===== src/rtl/msw_pkg.sv =====
package msw_pkg;
    localparam logic [1:0] MODE_REAL = 2'b00;
    localparam logic [1:0] MODE_PROT = 2'b01;
    localparam logic [1:0] MODE_V86  = 2'b10;

    typedef enum logic [1:0] {
        FLT_NONE = 2'b00,
        FLT_UD   = 2'b01,
        FLT_GP   = 2'b10
    } flt_e;

    typedef enum logic [1:0] {
        ST_IDLE   = 2'b00,
        ST_COMMIT = 2'b01,
        ST_FAULT  = 2'b10
    } st_e;
endpackage


===== src/rtl/msw_fault_check.sv =====
module msw_fault_check
    import msw_pkg::*;
#(
    parameter int CPL_W = 2
) (
    input  logic             lock_i,
    input  logic [1:0]       mode_i,
    input  logic [CPL_W-1:0] cpl_i,
    output flt_e             kind_o
);
    always_comb begin
        if (lock_i) begin
            kind_o = FLT_UD;
        end else if (mode_i == MODE_V86) begin
            kind_o = FLT_GP;
        end else if ((mode_i != MODE_REAL) && (cpl_i != '0)) begin
            kind_o = FLT_GP;
        end else begin
            kind_o = FLT_NONE;
        end
    end
endmodule


===== src/rtl/msw_flag_merge.sv =====
module msw_flag_merge #(
    parameter int REG_W  = 32,
    parameter int SRC_W  = 16,
    parameter int FLAG_W = 4
) (
    input  logic [REG_W-1:0] cur_i,
    input  logic [SRC_W-1:0] src_i,
    output logic [REG_W-1:0] next_o,
    output logic             pe_rise_o
);
    logic unused_hi;
    assign unused_hi = ^src_i[SRC_W-1:FLAG_W];

    always_comb begin
        next_o                     = cur_i;
        next_o[FLAG_W-1:1]         = src_i[FLAG_W-1:1];
        next_o[0]                  = cur_i[0] | src_i[0];
        pe_rise_o                  = src_i[0] & ~cur_i[0];
    end
endmodule


===== src/rtl/msw_write_unit.sv =====
module msw_write_unit
    import msw_pkg::*;
#(
    parameter int          REG_W     = 32,
    parameter int          SRC_W     = 16,
    parameter int          FLAG_W    = 4,
    parameter int          CPL_W     = 2,
    parameter logic [31:0] RESET_VAL = 32'h0000_0010
) (
    input  logic              clk,
    input  logic              rst_n,
    input  logic              req_i,
    input  logic [SRC_W-1:0]  src_i,
    input  logic [1:0]        mode_i,
    input  logic [CPL_W-1:0]  cpl_i,
    input  logic              lock_i,
    output logic [REG_W-1:0]  ctrl_o,
    output logic              pe_switch_o,
    output logic              fault_o,
    output logic [1:0]        fault_code_o,
    output logic              serialize_o
);
    localparam logic [REG_W-1:0] RST_REG = RESET_VAL[REG_W-1:0];

    st_e              state_q, state_d;
    flt_e             kind, code_q;
    logic [REG_W-1:0] ctrl_q, ctrl_next;
    logic             pe_rise, pe_sw_q;

    msw_fault_check #(.CPL_W(CPL_W)) chk_i (
        .lock_i (lock_i),
        .mode_i (mode_i),
        .cpl_i  (cpl_i),
        .kind_o (kind)
    );

    msw_flag_merge #(.REG_W(REG_W), .SRC_W(SRC_W), .FLAG_W(FLAG_W)) mrg_i (
        .cur_i     (ctrl_q),
        .src_i     (src_i),
        .next_o    (ctrl_next),
        .pe_rise_o (pe_rise)
    );

    always_comb begin
        if (!req_i)                 state_d = ST_IDLE;
        else if (kind != FLT_NONE)  state_d = ST_FAULT;
        else                        state_d = ST_COMMIT;
    end

    always_ff @(posedge clk) begin
        if (!rst_n) state_q <= ST_IDLE;
        else        state_q <= state_d;
    end

    always_ff @(posedge clk) begin
        if (!rst_n) begin
            ctrl_q  <= RST_REG;
            pe_sw_q <= 1'b0;
            code_q  <= FLT_NONE;
        end else begin
            pe_sw_q <= 1'b0;
            code_q  <= req_i ? kind : FLT_NONE;
            if (state_d == ST_COMMIT) begin
                ctrl_q  <= ctrl_next;
                pe_sw_q <= pe_rise;
            end
        end
    end

    always_comb begin
        serialize_o  = 1'b0;
        fault_o      = 1'b0;
        fault_code_o = FLT_NONE;
        unique case (state_q)
            ST_IDLE:   ;
            ST_COMMIT: serialize_o = 1'b1;
            ST_FAULT: begin
                fault_o      = 1'b1;
                fault_code_o = code_q;
            end
            default:   ;
        endcase
    end

    assign ctrl_o      = ctrl_q;
    assign pe_switch_o = pe_sw_q;


    pulse_excl_chk: assert property (@(posedge clk) disable iff (!rst_n)
        !(fault_o && serialize_o));

    fault_keeps_reg_chk: assert property (@(posedge clk) disable iff (!rst_n)
        fault_o |-> $stable(ctrl_o));

    pe_sticky_chk: assert property (@(posedge clk) disable iff (!rst_n)
        ctrl_o[0] |=> ctrl_o[0]);

    idle_no_change_chk: assert property (@(posedge clk) disable iff (!rst_n)
        !req_i |=> ($stable(ctrl_o) && !serialize_o && !fault_o));

    upper_bits_chk: assert property (@(posedge clk) disable iff (!rst_n)
        1'b1 |=> $stable(ctrl_o[REG_W-1:FLAG_W]));

    switch_edge_chk: assert property (@(posedge clk) disable iff (!rst_n)
        pe_switch_o |-> (ctrl_o[0] && !$past(ctrl_o[0]) && serialize_o));

    one_code_chk: assert property (@(posedge clk) disable iff (!rst_n)
        fault_o == ($countones(fault_code_o) == 1));
endmodule


===== config.mk =====
export PLATFORM = sky130hd
export DESIGN_NAME = msw_write_unit
export DESIGN_NICKNAME = d
export VERILOG_FILES = /design/src/rtl/msw_pkg.sv /design/src/rtl/msw_fault_check.sv /design/src/rtl/msw_flag_merge.sv /design/src/rtl/msw_write_unit.sv
export SDC_FILE = /design/constraint.sdc
export NUM_CORES = 1
export LEC_CHECK = 0
export BUFFER_PORTS_ARGS = -buffer_cell sky130_fd_sc_hd__buf_2
export CAP_MARGIN = 20
export CORE_UTILIZATION = 50
export DETAILED_ROUTE_END_ITERATION = 16
export PLACE_DENSITY = 0.88
export SYNTH_ARGS = -nofsm -noshare
export SYNTH_HDL_FRONTEND = slang
export SYNTH_HIERARCHICAL = 1
export SYNTH_SLANG_ARGS = --single-unit
export TNS_END_PERCENT = 1

===== constraint.sdc =====
create_clock -name clk -period 4.53 [get_ports clk]
set_clock_uncertainty 0.2 [all_clocks]
set_input_delay 0.6795 -clock clk [delete_from_list [all_inputs] [get_ports clk]]
set_output_delay 0.6795 -clock clk [all_outputs]
set_load 0.05 [all_outputs]

# Word-level counts from Yosys, hierarchy flattened
# Index checks and enable logic that the tools add are counted.
[totals]
output_inout_bits = 37
register_bits = 9
in_bits = 24
word_cells = 25
[classes]
n_eq_ne = 4
mux = 8
n_bitwise = 3
reduce_logical = 6
[ops]
columns = ["operator", "count"]
rows = [
  ["$mux W2", 6],
  ["$reduce_bool A2 Y1", 3],
  ["$eq A2 B1 Y1 const B", 2],
  ["$eq A2 B2 Y1 const B", 2],
  ["$reduce_and A2 Y1", 2],
  ["$mux W1", 2],
  ["$and A1 B1 Y1", 1],
  ["$logic_and A1 B1 Y1", 1],
  ["$not A1 Y1", 1],
  ["$or A1 B1 Y1", 1],
]

# Logic depth before layout (Yosys ltp)
# Gate-level depths: netlist (run 1).
[depth]
ltp_word = 10
depth_mapped = 6
depth_no_buf = 4

# Cells and area by module
# Netlist (run 1), hierarchy kept.
[by_module_without_submodules]
columns = ["module", "cells_each", "instances", "seq_area_each_um2", "area_each_um2"]
rows = [
  ["msw_write_unit", 156, 1, 740.7, 1506.4],
  ["msw_flag_merge", 33, 1, 0.0, 245.2],
  ["msw_fault_check", 4, 1, 0.0, 22.5],
]

# Worst setup path before layout (run 1)
# Ideal clock, no wire load.
[synth_path]
path_kind = "register -> output"
start = "reg state_q[1]"
end = "out fault_code_o[0]"
path_stages_with_launch = 3
path_buffers = 0
required_time_ns = 3.651
t_arrival_ns = 1.606
slack_ns = 2.045
cell_sequence = "dfxtp_1 > nor2b_1 > and2_1"
[synth_via]
elab_chain_cells = 2
[synth_lines]
columns = ["item", "line", "source"]
rows = [
  ["start: declaration", "msw_write_unit.sv:25", "st_e state_q, state_d;"],
  ["start signal: assignment", "msw_write_unit.sv:52", "else state_q <= state_d;"],
  ["$eq A2 B2 Y1", "msw_write_unit.sv:74", "unique case (state_q)"],
  ["$mux W2", "msw_write_unit.sv:74", ""],
  ["end: declaration", "msw_write_unit.sv:20", "output logic [1:0] fault_code_o,"],
]
# Every way passes these cells.

==> results of run 1 <==
-- synth_stat cells, types with 2 or more instances --
| cell | instances |
|---|---|
| sky130_fd_sc_hd__nand2_1 | 63 |
| sky130_fd_sc_hd__dfxtp_1 | 37 |
| sky130_fd_sc_hd__buf_4 | 32 |
| sky130_fd_sc_hd__mux2i_1 | 31 |
| sky130_fd_sc_hd__buf_2 | 4 |
| sky130_fd_sc_hd__nor2_1 | 4 |
| sky130_fd_sc_hd__buf_12 | 3 |
| sky130_fd_sc_hd__nor2b_1 | 3 |
| sky130_fd_sc_hd__and2_1 | 2 |
| sky130_fd_sc_hd__buf_6 | 2 |
-- sequential cells by signal (all words and copies together) (netlist names) --
name         cells
state_q          2
pe_switch_o      1
code_q           2
ctrl_o          32
-- per-layer routing --
| layer | vias up | track usage (%) | wire length [um] |
|---|---|---|---|
| met5 | - | 0 | 0 |
| met4 | 0 | 9.52 | 57 |
| met3 | 6 | 4.62 | 153 |
| met2 | 37 | 20.7 | 1040 |
| met1 | 499 | 14.2 | 1170 |
| li1 | 607 | - | - |
-- report_power, final --
part / internal [mW] / switching, mW
logic: 0.0178 / 0.0344
registers: 0.329 / 0.00164
clock network: 0.0733 / 0.0982
total: 0.420 / 0.134
-- worst register-to-register path, stage by stage (launching register included) --
cell and delay (ps):
sky130_fd_sc_hd__dfxtp_1 360, sky130_fd_sc_hd__or4bb_1 480, sky130_fd_sc_hd__o211ai_1 100
-- kinds of logic (layout without fill, tap and decap cells) --
group                  after synthesis  after routing
AO/OA/AOI/OAI                        2              2
multiplexers                        31             31
buffers and inverters               44             57
flip-flops                          37             37
AND/OR/NAND/NOR                     79             79
-- worst paths after layout --
check	startpoint	end	slack [ps]	cells past startpoint
setup / recovery	cpl_i[1]	ctrl_o[14]	2220	6
hold / removal	ctrl_o[3]	ctrl_o[3]	260	2
setup reg to reg	ctrl_o[4]	ctrl_o[4]	3320	2
hold reg to reg	ctrl_o[3]	ctrl_o[3]	260	2
-- layout make-up --
| cell class | count | area, um2 | share of cell area, % |
|---|---|---|---|
| tap | 46 | 57.6 | 3.22 |
| multi-input combinational | 112 | 672 | 37.6 |
| timing repair buffer | 49 | 260 | 14.5 |
| inverter | 1 | 3.75 | 0.210 |
| clock buffer | 7 | 55.1 | 3.08 |
| sequential | 37 | 741 | 41.4 |
-- cells in the final DEF (no fill, tap or decap) --
master,synthesis,routed
sky130_fd_sc_hd__clkbuf_4,0,5
sky130_fd_sc_hd__buf_2,4,48
sky130_fd_sc_hd__nor4b_1,1,1
sky130_fd_sc_hd__mux2i_1,31,31
sky130_fd_sc_hd__and2_1,2,2
sky130_fd_sc_hd__nor2_1,4,4
sky130_fd_sc_hd__clkbuf_1,0,1
sky130_fd_sc_hd__and3_1,1,1
sky130_fd_sc_hd__inv_1,1,1
sky130_fd_sc_hd__a211oi_1,1,1
sky130_fd_sc_hd__clkbuf_8,0,1
sky130_fd_sc_hd__buf_12,3,1
sky130_fd_sc_hd__nand2_1,63,63
sky130_fd_sc_hd__o211ai_1,1,1
sky130_fd_sc_hd__nor3b_4,0,1
sky130_fd_sc_hd__dfxtp_1,37,37
sky130_fd_sc_hd__or4bb_1,1,1
sky130_fd_sc_hd__nor3_1,1,1
sky130_fd_sc_hd__or2_1,1,1
sky130_fd_sc_hd__and3_2,1,1
sky130_fd_sc_hd__nor2b_1,3,3
==> out/results.ini, run 1 <==
[global_routing]
grt_antenna_before_repair = 0
globalRouteTotalUtil_pct = 13.0
gr-total-overflow = 0
grt_max_degree = 67
grt_pass1_wl_um = 3470
grt_pass1_vias = 868

[critical_path]
timing.critical_path.slowest_stage_cell = sky130_fd_sc_hd__nor3b_4
timing.setup.critical_path_class = input port to register
crit_chain = buf_2 > nor2_1 > a211oi_1 > nor3b_4 > buf_12 > mux2i_1
slowest_delay_ps = 810
worstSetupEndpointType = register
path_max_fanout = 19
cp-start-kind = input port
worst_path_dominant_cell_family = simple AND/OR/NAND/NOR gates
cp_data_arrival_time_ps = 2360
critPathRequiredTime_ps = 4580
crit_buf_inv = 2

[logic_synthesis]
async_flop_share_pct = 0
synth_area_leader_cell = sky130_fd_sc_hd__dfxtp_1
syn_area_um2 = 1770
synth.net_count = 217
synth_cells = 193
synth_area_leaders = sky130_fd_sc_hd__dfxtp_1, sky130_fd_sc_hd__mux2i_1, sky130_fd_sc_hd__buf_4
synth_simple_gate_area_share_pct = 19.2
synth_mux_area_share_pct = 17.5
synth_area_per_cell_um2 = 9.19
synth_fa_ha_area_share_pct = 0
complex_gate_fraction_of_the_synthesized_area_pct = 0.846
most_instantiated_flip_flop_cell_in_the_synthesis_netlist = sky130_fd_sc_hd__dfxtp_1
synthesis.yosys.warnings = 6
synth_top_family_by_area = buffers and inverters
synth_seq_cells = 37
synth_xor_xnor_area_share_pct = 0
synth.distinct_cells = 22
seq_area_frac_synth_pct = 41.7
synth_enable_flop_cells = 0
netlist.area_leader.share_pct = 41.7

[timing]
finalHoldWorstSlack_ps = 257
finalSetupTns_ps = 0
max-slew-margin-rel_pct = 33.6
post-route-period-util_pct = 50.9
slew_viol_final = 0
grt_setup_unrepaired = no
worst-slew-pin-transition_ps = 996
finalHoldViolations = 0
f_max_ghz = 0.434
post-route-worst-setup-slack_ps = 2220
finalSetupViolCount = 0
period_minus_ws_final_ps = 2310

[clocking]
cts_inserted_buffers = 5
cts-root-buf = sky130_fd_sc_hd__clkbuf_4
post_cts_resized = 0
holdBufCountCts = 0
cts.clk_slew.worst_paths_ps = 100
cts_tree = yes
clock_tree.buffer_depth = 2
postCtsSetupBuffers = 0
clock_insertion_delay_worst_skew_ps = 320
cts.sinks = 37
cts_htree_levels = 2

[floorplanning]
die_area_um2 = 3790
die_h_um = 61.6
i_o_pin_count = 61
core-area_um2 = 3360
core.rowCount = 21
starting_density_of_the_core_pct = 52.8
die_x_um = 61.6

[detailed_routing]
detail_route.iter0.violations = 56
firstDrtPassIters = 4
detail_route.drc_violations = 0
detail_route.wl_per_cell_um = 9.63
via_density_per_instance = 4.56
detailroute.via_count = 1149
wl_um = 2430
ant_nets = 0

[final_layout]
layout-drive-gt1-share_pct = 27.7
finalNonFillerCells = 252
postLayoutCellArea_um2 = 1790
final_net_count = 230
fillers = 331
antenna-diode-count = 0
postLayoutCoreUtil_pct = 53.2
flow.area_growth_from_synthesis_pct = 0.846

[power_and_ir_drop]
total_power_density_per_cell_area_nw_per_um2 = 310
power.ir.vdd_worst_uv = 186
leakagePower_nw = 0.782
report.power.total_mw = 0.554

[run]
cap_viol_max_count = 0

[placement]
place_worst_setup_slack_ps = 1860
detailed_place.area_um2 = 1730
numPlacedInstances = 245
place.gp.congestion = 0.703
post-dp-hpwl_um = 1610
port_buffers = 48

[min_path]
worstHoldPathType = register to register

[run_status]
run_status = finished clean

Power figures use the tool's default switching activity.
==> inputs of run 2 (changes only) <==
==> constraint.sdc (replaced) <==
create_clock -name clk -period 2.25 [get_ports clk]
set_clock_uncertainty 0.2 [all_clocks]
set_input_delay 0.3375 -clock clk [delete_from_list [all_inputs] [get_ports clk]]
set_output_delay 0.3375 -clock clk [all_outputs]
set_load 0.05 [all_outputs]
==> run 2 against run 1 <==
  * Global-route usage grew 1.0 points
  * First-iteration DRC count down 11%
  * Routed wire length up 3.9%
  * Design area grew 0.63%
  * Critical endpoint is now fault_code_o[0]
  * Largest cell class unchanged
==> out/results.ini, run 2 (synthesized netlist as in run 1, its figures left out) <==
[critical_path]
regToRegSetupSlack_ps = 1030  ; -2290 ps
timing.setup.critical_path_class = register to primary output
cp_data_arrival_time_ps = 1230  ; -1130 ps
worstSetupEndpointType = primary output
crit_buf_inv = 1  ; -1
crit_chain = nor2b_1 > and2_1 > buf_2
timing.critical_path.slowest_stage_cell = sky130_fd_sc_hd__dfxtp_1
critPathRequiredTime_ps = 1710  ; -2870 ps
worst_path_dominant_cell_family = flip-flops
slowest_delay_ps = 340  ; -470 ps
cp-start-kind = register
path_max_fanout = 3  ; -16

[final_layout]
postLayoutCellArea_um2 = 1800  ; +0.63%
most-common-layout-cells = sky130_fd_sc_hd__nand2_1, sky130_fd_sc_hd__buf_2, sky130_fd_sc_hd__dfxtp_1
largest_register_ff_count = 32  ; unchanged
final_net_count = 234  ; +1.7%
layout-drive-gt1-share_pct = 28.4  ; +0.77 points
antenna-diode-count = 0  ; unchanged
flow.area_growth_from_synthesis_pct = 1.48
seq_area_um2 = 741  ; unchanged
fillers = 323  ; -2.4%
finalNonFillerCells = 257  ; +2.0%
multi_input_area_um2 = 672  ; unchanged
postLayoutCoreUtil_pct = 53.5  ; +0.33 points
mostFrequentLayoutCell = sky130_fd_sc_hd__nand2_1

[global_routing]
grt_antenna_before_repair = 0  ; unchanged
grt_pass1_vias = 955  ; +10%
gr-total-overflow = 0  ; unchanged
globalRouteTotalUtil_pct = 14.0  ; +1.0 points
grt_pass1_wl_um = 3760  ; +8.4%
grt_max_degree = 42  ; -37%

[floorplanning]
die_h_um = 61.6  ; unchanged
i_o_pin_count = 61  ; unchanged
core.rowCount = 21  ; unchanged
core-area_um2 = 3360  ; unchanged
starting_density_of_the_core_pct = 52.8  ; unchanged
die_area_um2 = 3790  ; unchanged
die_x_um = 61.6  ; unchanged

[detailed_routing]
detail_route.wl_per_cell_um = 9.81  ; +1.9%
detail_route.iter0.violations = 50  ; -11%
detail_route.drc_violations = 0  ; unchanged
ant_nets = 0  ; unchanged
detailroute.via_count = 1159  ; +0.87%
firstDrtPassIters = 4  ; unchanged
wl_um = 2520  ; +3.9%
via_density_per_instance = 4.51  ; -1.1%

[timing]
finalHoldViolations = 0  ; unchanged
finalHoldWorstSlack_ps = 49.4  ; -208 ps
finalSetupTns_ps = 0  ; unchanged
grt_setup_unrepaired = no
period_minus_ws_final_ps = 1760
post-route-period-util_pct = 78.4
worst-slew-pin-transition_ps = 359  ; -637 ps
post-route-worst-setup-slack_ps = 486  ; -1740 ps
f_max_ghz = 0.567
finalSetupViolCount = 0  ; unchanged
slew_viol_final = 0  ; unchanged
max-slew-margin-rel_pct = 76.1  ; +42 points

[clocking]
cts.clk_slew.worst_paths_ps = 100  ; about the same
cts_tree = yes
clock_tree.buffer_depth = 2  ; unchanged
post_cts_resized = 0  ; unchanged
cts.sinks = 37  ; unchanged
clock_insertion_delay_worst_skew_ps = 320  ; about the same
postCtsSetupBuffers = 0  ; unchanged
cts-root-buf = sky130_fd_sc_hd__clkbuf_4
holdBufCountCts = 0  ; unchanged
cts_htree_levels = 2  ; unchanged
cts_inserted_buffers = 5  ; unchanged

[placement]
post-dp-hpwl_um = 1770  ; +10%
place.gp.congestion = 0.670  ; -4.7%
port_buffers = 48  ; unchanged
numPlacedInstances = 249  ; +1.6%
place_worst_setup_slack_ps = 423  ; -1430 ps
detailed_place.area_um2 = 1750  ; +1.0%

[run_status]
run_status = finished clean

[power_and_ir_drop]
leakagePower_nw = 0.794  ; +1.5%
power.ir.vdd_worst_uv = 332  ; +79%
total_power_density_per_cell_area_nw_per_um2 = 609  ; +97%
report.power.total_mw = 1.10  ; +98%

[min_path]
worstHoldPathType = input port to register

[run]
cap_viol_max_count = 0  ; unchanged

## run 2: cell count changes in the layout (fill, tap and decap cells not counted), sizes merged
cell    change
clkbuf      +1
buf         +4
## run 2: per-layer routing
metal  up-vias  track usage [%]  routed length (um)
li1        613                -                   -
met1       508             14.5                1200
met2        33             24.1                1150
met3         5             5.04                 129
met4         0             8.57                  46
met5         -                0                   0
## run 2: worst paths after layout
path	end	from	cells after the start
setup / recovery	fault_code_o[0]	state_q[1]	3
hold / removal	ctrl_o[1]	src_i[1]	3
setup reg to reg	ctrl_o[4]	ctrl_o[4]	2
hold reg to reg	ctrl_o[1]	ctrl_o[1]	2
## run 2: worst reg2reg max path: cells and delay by family, from the launching register on
kind / cells / cell delay [ps]
simple gates: 1 / 490
flops: 1 / 360
compound gates: 1 / 100
## run 2: report_power, final
group / internal, mW / switching, mW / leakage (nW)
Sequential: 0.662 / 0.00349 / 0.299
Combinational: 0.0381 / 0.0701 / 0.468
Clock: 0.125 / 0.198 / 0.0265
Total: 0.825 / 0.272 / 0.794
## run 2: final cells by class
cell class	count	share of cell area, %
tap	46	3.20
sequential	37	41.1
inverter	1	0.208
clock buffer	8	2.71
timing repair buffer	53	15.4
multi-input combinational	112	37.3
==> inputs of run 3 (changes only) <==
--- a/config.mk
+++ b/config.mk
@@ -7,9 +7,9 @@
 export LEC_CHECK = 0
 export BUFFER_PORTS_ARGS = -buffer_cell sky130_fd_sc_hd__buf_2
 export CAP_MARGIN = 20
-export CORE_UTILIZATION = 50
+export CORE_UTILIZATION = 46
 export DETAILED_ROUTE_END_ITERATION = 16
-export PLACE_DENSITY = 0.88
+export PLACE_DENSITY = 0.85
 export SYNTH_ARGS = -nofsm -noshare
 export SYNTH_HDL_FRONTEND = slang
 export SYNTH_HIERARCHICAL = 1
==> constraint.sdc (replaced) <==
create_clock -name clk -period 1.6 [get_ports clk]
set_clock_uncertainty 0.2 [all_clocks]
set_input_delay 0.24 -clock clk [delete_from_list [all_inputs] [get_ports clk]]
set_output_delay 0.24 -clock clk [all_outputs]
set_load 0.05 [all_outputs]
==> run 3 against run 2 <==
  * Sequential share of layout area is 2.8 points lower
  * Combinational power is 63% higher
  * Via count is 4.1% higher
  * Utilization is 1.2 points lower
  * Global-route usage is 0.096 points lower
  * Register-to-register slack worse by 630 ps
  * Largest cell class unchanged
  * Highest routed layer unchanged
  * Largest power group unchanged
==> out/results.ini, run 3 (synthesized netlist as in run 1, its figures left out) <==
[detailed_routing]
detailroute.via_count = 1206  ; +4.1%
via_density_per_instance = 4.62  ; +2.5%
detail_route.wl_per_cell_um = 10.0  ; +2.4%
detail_route.iter0.violations = 33  ; -34%
firstDrtPassIters = 2  ; -2
ant_nets = 0  ; unchanged
wl_um = 2620  ; +4.0%
detail_route.drc_violations = 0  ; unchanged

[critical_path]
worstRegToRegCells = 2  ; unchanged
crit_chain = nor2b_4 > and2_2 > buf_4
timing.setup.critical_path_class = register to primary output
cp-start-kind = register
critPathRequiredTime_ps = 1160  ; -550 ps
cp_data_arrival_time_ps = 1080  ; -150 ps
crit_path_start = state_q[1]
path_max_fanout = 3  ; unchanged
worstSetupEndpointType = primary output
rr_startpoint = ctrl_o[4]
crit_buf_inv = 1  ; unchanged
worst_path_dominant_cell_family = flip-flops
timing.critical_path.slowest_stage_cell = sky130_fd_sc_hd__dfxtp_1
crit_cells = 3  ; unchanged
slowest_delay_ps = 340  ; about the same

[timing]
grt_setup_unrepaired = no
worst-slew-pin-transition_ps = 273  ; -86.1 ps
post-route-worst-setup-slack_ps = 78.4  ; -407 ps
slew_viol_final = 0  ; unchanged
post-route-period-util_pct = 95.1
finalSetupViolCount = 0  ; unchanged
f_max_ghz = 0.657
period_minus_ws_final_ps = 1520
max-slew-margin-rel_pct = 81.8  ; +5.7 points
finalHoldViolations = 0  ; unchanged

[global_routing]
gr-total-overflow = 0  ; unchanged
grt_pass1_wl_um = 4250  ; +13%
grt_antenna_before_repair = 0  ; unchanged
grt_max_degree = 33  ; -21%
grt_pass1_vias = 1056  ; +11%
globalRouteTotalUtil_pct = 13.9  ; -0.096 points

[final_layout]
most-common-layout-cells = sky130_fd_sc_hd__nand2_1, sky130_fd_sc_hd__buf_2, sky130_fd_sc_hd__dfxtp_1
largest_register_ff_count = 32  ; unchanged
postLayoutCellArea_um2 = 1930  ; +7.2%
postLayoutCoreUtil_pct = 52.3  ; -1.2 points
layout-drive-gt1-share_pct = 31.0  ; +2.5 points
mostFrequentLayoutCell = sky130_fd_sc_hd__nand2_1
antenna-diode-count = 0  ; unchanged
flow.area_growth_from_synthesis_pct = 8.82
final_net_count = 237  ; +1.3%
finalNonFillerCells = 261  ; +1.6%

[power_and_ir_drop]
report.power.total_mw = 1.74  ; +59%
total_power_density_per_cell_area_nw_per_um2 = 903  ; +48%
leakagePower_nw = 0.845  ; +6.4%
power.ir.vdd_worst_uv = 407  ; +22%

[clocking]
cts_htree_levels = 2  ; unchanged
cts_tree = yes
clock_insertion_delay_worst_skew_ps = 270  ; -50 ps
postCtsSetupBuffers = 0  ; unchanged
cts_inserted_buffers = 5  ; unchanged
cts.sinks = 37  ; unchanged
cts-root-buf = sky130_fd_sc_hd__clkbuf_8
cts.clk_slew.worst_paths_ps = 70  ; -30 ps
clock_tree.buffer_depth = 2  ; unchanged

[run]
cap_viol_max_count = 0  ; unchanged

[placement]
port_buffers = 48  ; unchanged
post-dp-hpwl_um = 1880  ; +6.0%
place_worst_setup_slack_ps = -74.0  ; -497 ps
place.gp.congestion = 0.616  ; -7.9%
numPlacedInstances = 253  ; +1.6%
detailed_place.area_um2 = 1830  ; +4.4%

[floorplanning]
core-area_um2 = 3690  ; +9.7%
die_h_um = 64.1  ; +4.1%
starting_density_of_the_core_pct = 48.1  ; -4.7 points
die_area_um2 = 4110  ; +8.4%
die_x_um = 64.1  ; +4.1%
i_o_pin_count = 61  ; unchanged
core.rowCount = 22  ; +4.8%

[min_path]
min_path_cells = 3  ; unchanged
worstHoldPathType = input port to register
worst_hold_startpoint = src_i[3]

[run_status]
run_status = finished clean

## run 3: cell count changes in the layout (fill, tap and decap cells not counted), sizes merged
cell	before	now
buf	53	55
clkbuf	8	7
dlygate4sd3	0	1
## run 3: what timing repair did
| action | 4_1_cts | 5_1_grt |
|---|---|---|
| setup endpoints to repair | 2 | 0 |
| gates resized for setup | 2 | 0 |
| hold endpoints to repair | 1 | 0 |
| hold buffers | 1 | 0 |
## run 3: power by group
group          switching, mW  internal, mW
Combinational          0.103        0.0734
Clock                  0.288         0.341
Sequential           0.00547         0.932
## run 3: routing by layer
| metal | routed length (um) | part of all wire (%) | GRT usage (%) |
|---|---|---|---|
| met1 | 1130 | 43 | 13.1 |
| met2 | 1350 | 52 | 26.1 |
| met3 | 119 | 4.5 | 5.89 |
| met4 | 18 | 0.69 | 5.83 |
| met5 | 0 | 0 | 0 |
## run 3: final timing paths
path / endpoint / slack, ps
hold / removal: ctrl_o[3] / 10
hold reg to reg: ctrl_o[1] / 260
setup / recovery: fault_code_o[0] / 80
setup reg to reg: ctrl_o[4] / 400
## run 3: layout make-up
class                           count  area [um2]
Fill cell                         350        1760
Timing Repair Buffer               56         358
Tap cell                           48        60.1
Multi-Input combinational cell    112         682
Clock buffer                        7        86.3
Sequential cell                    37         741
Inverter                            1        3.75
## run 3: metrics by stage
stage,hold WS [ps],TNS (ps)
3_3_place_gp,239,-186
6_report,13.3,0
5_1_grt,3.29,0
4_1_cts,2.56,0
3_5_place_dp,254,-946
2_1_floorplan,186,-32.9
## run 3: worst min-delay path, delay by kind of cell
kind,cells,cell delay (ps)
mux,1,60
simple gates,1,50
buf+inv,1,90
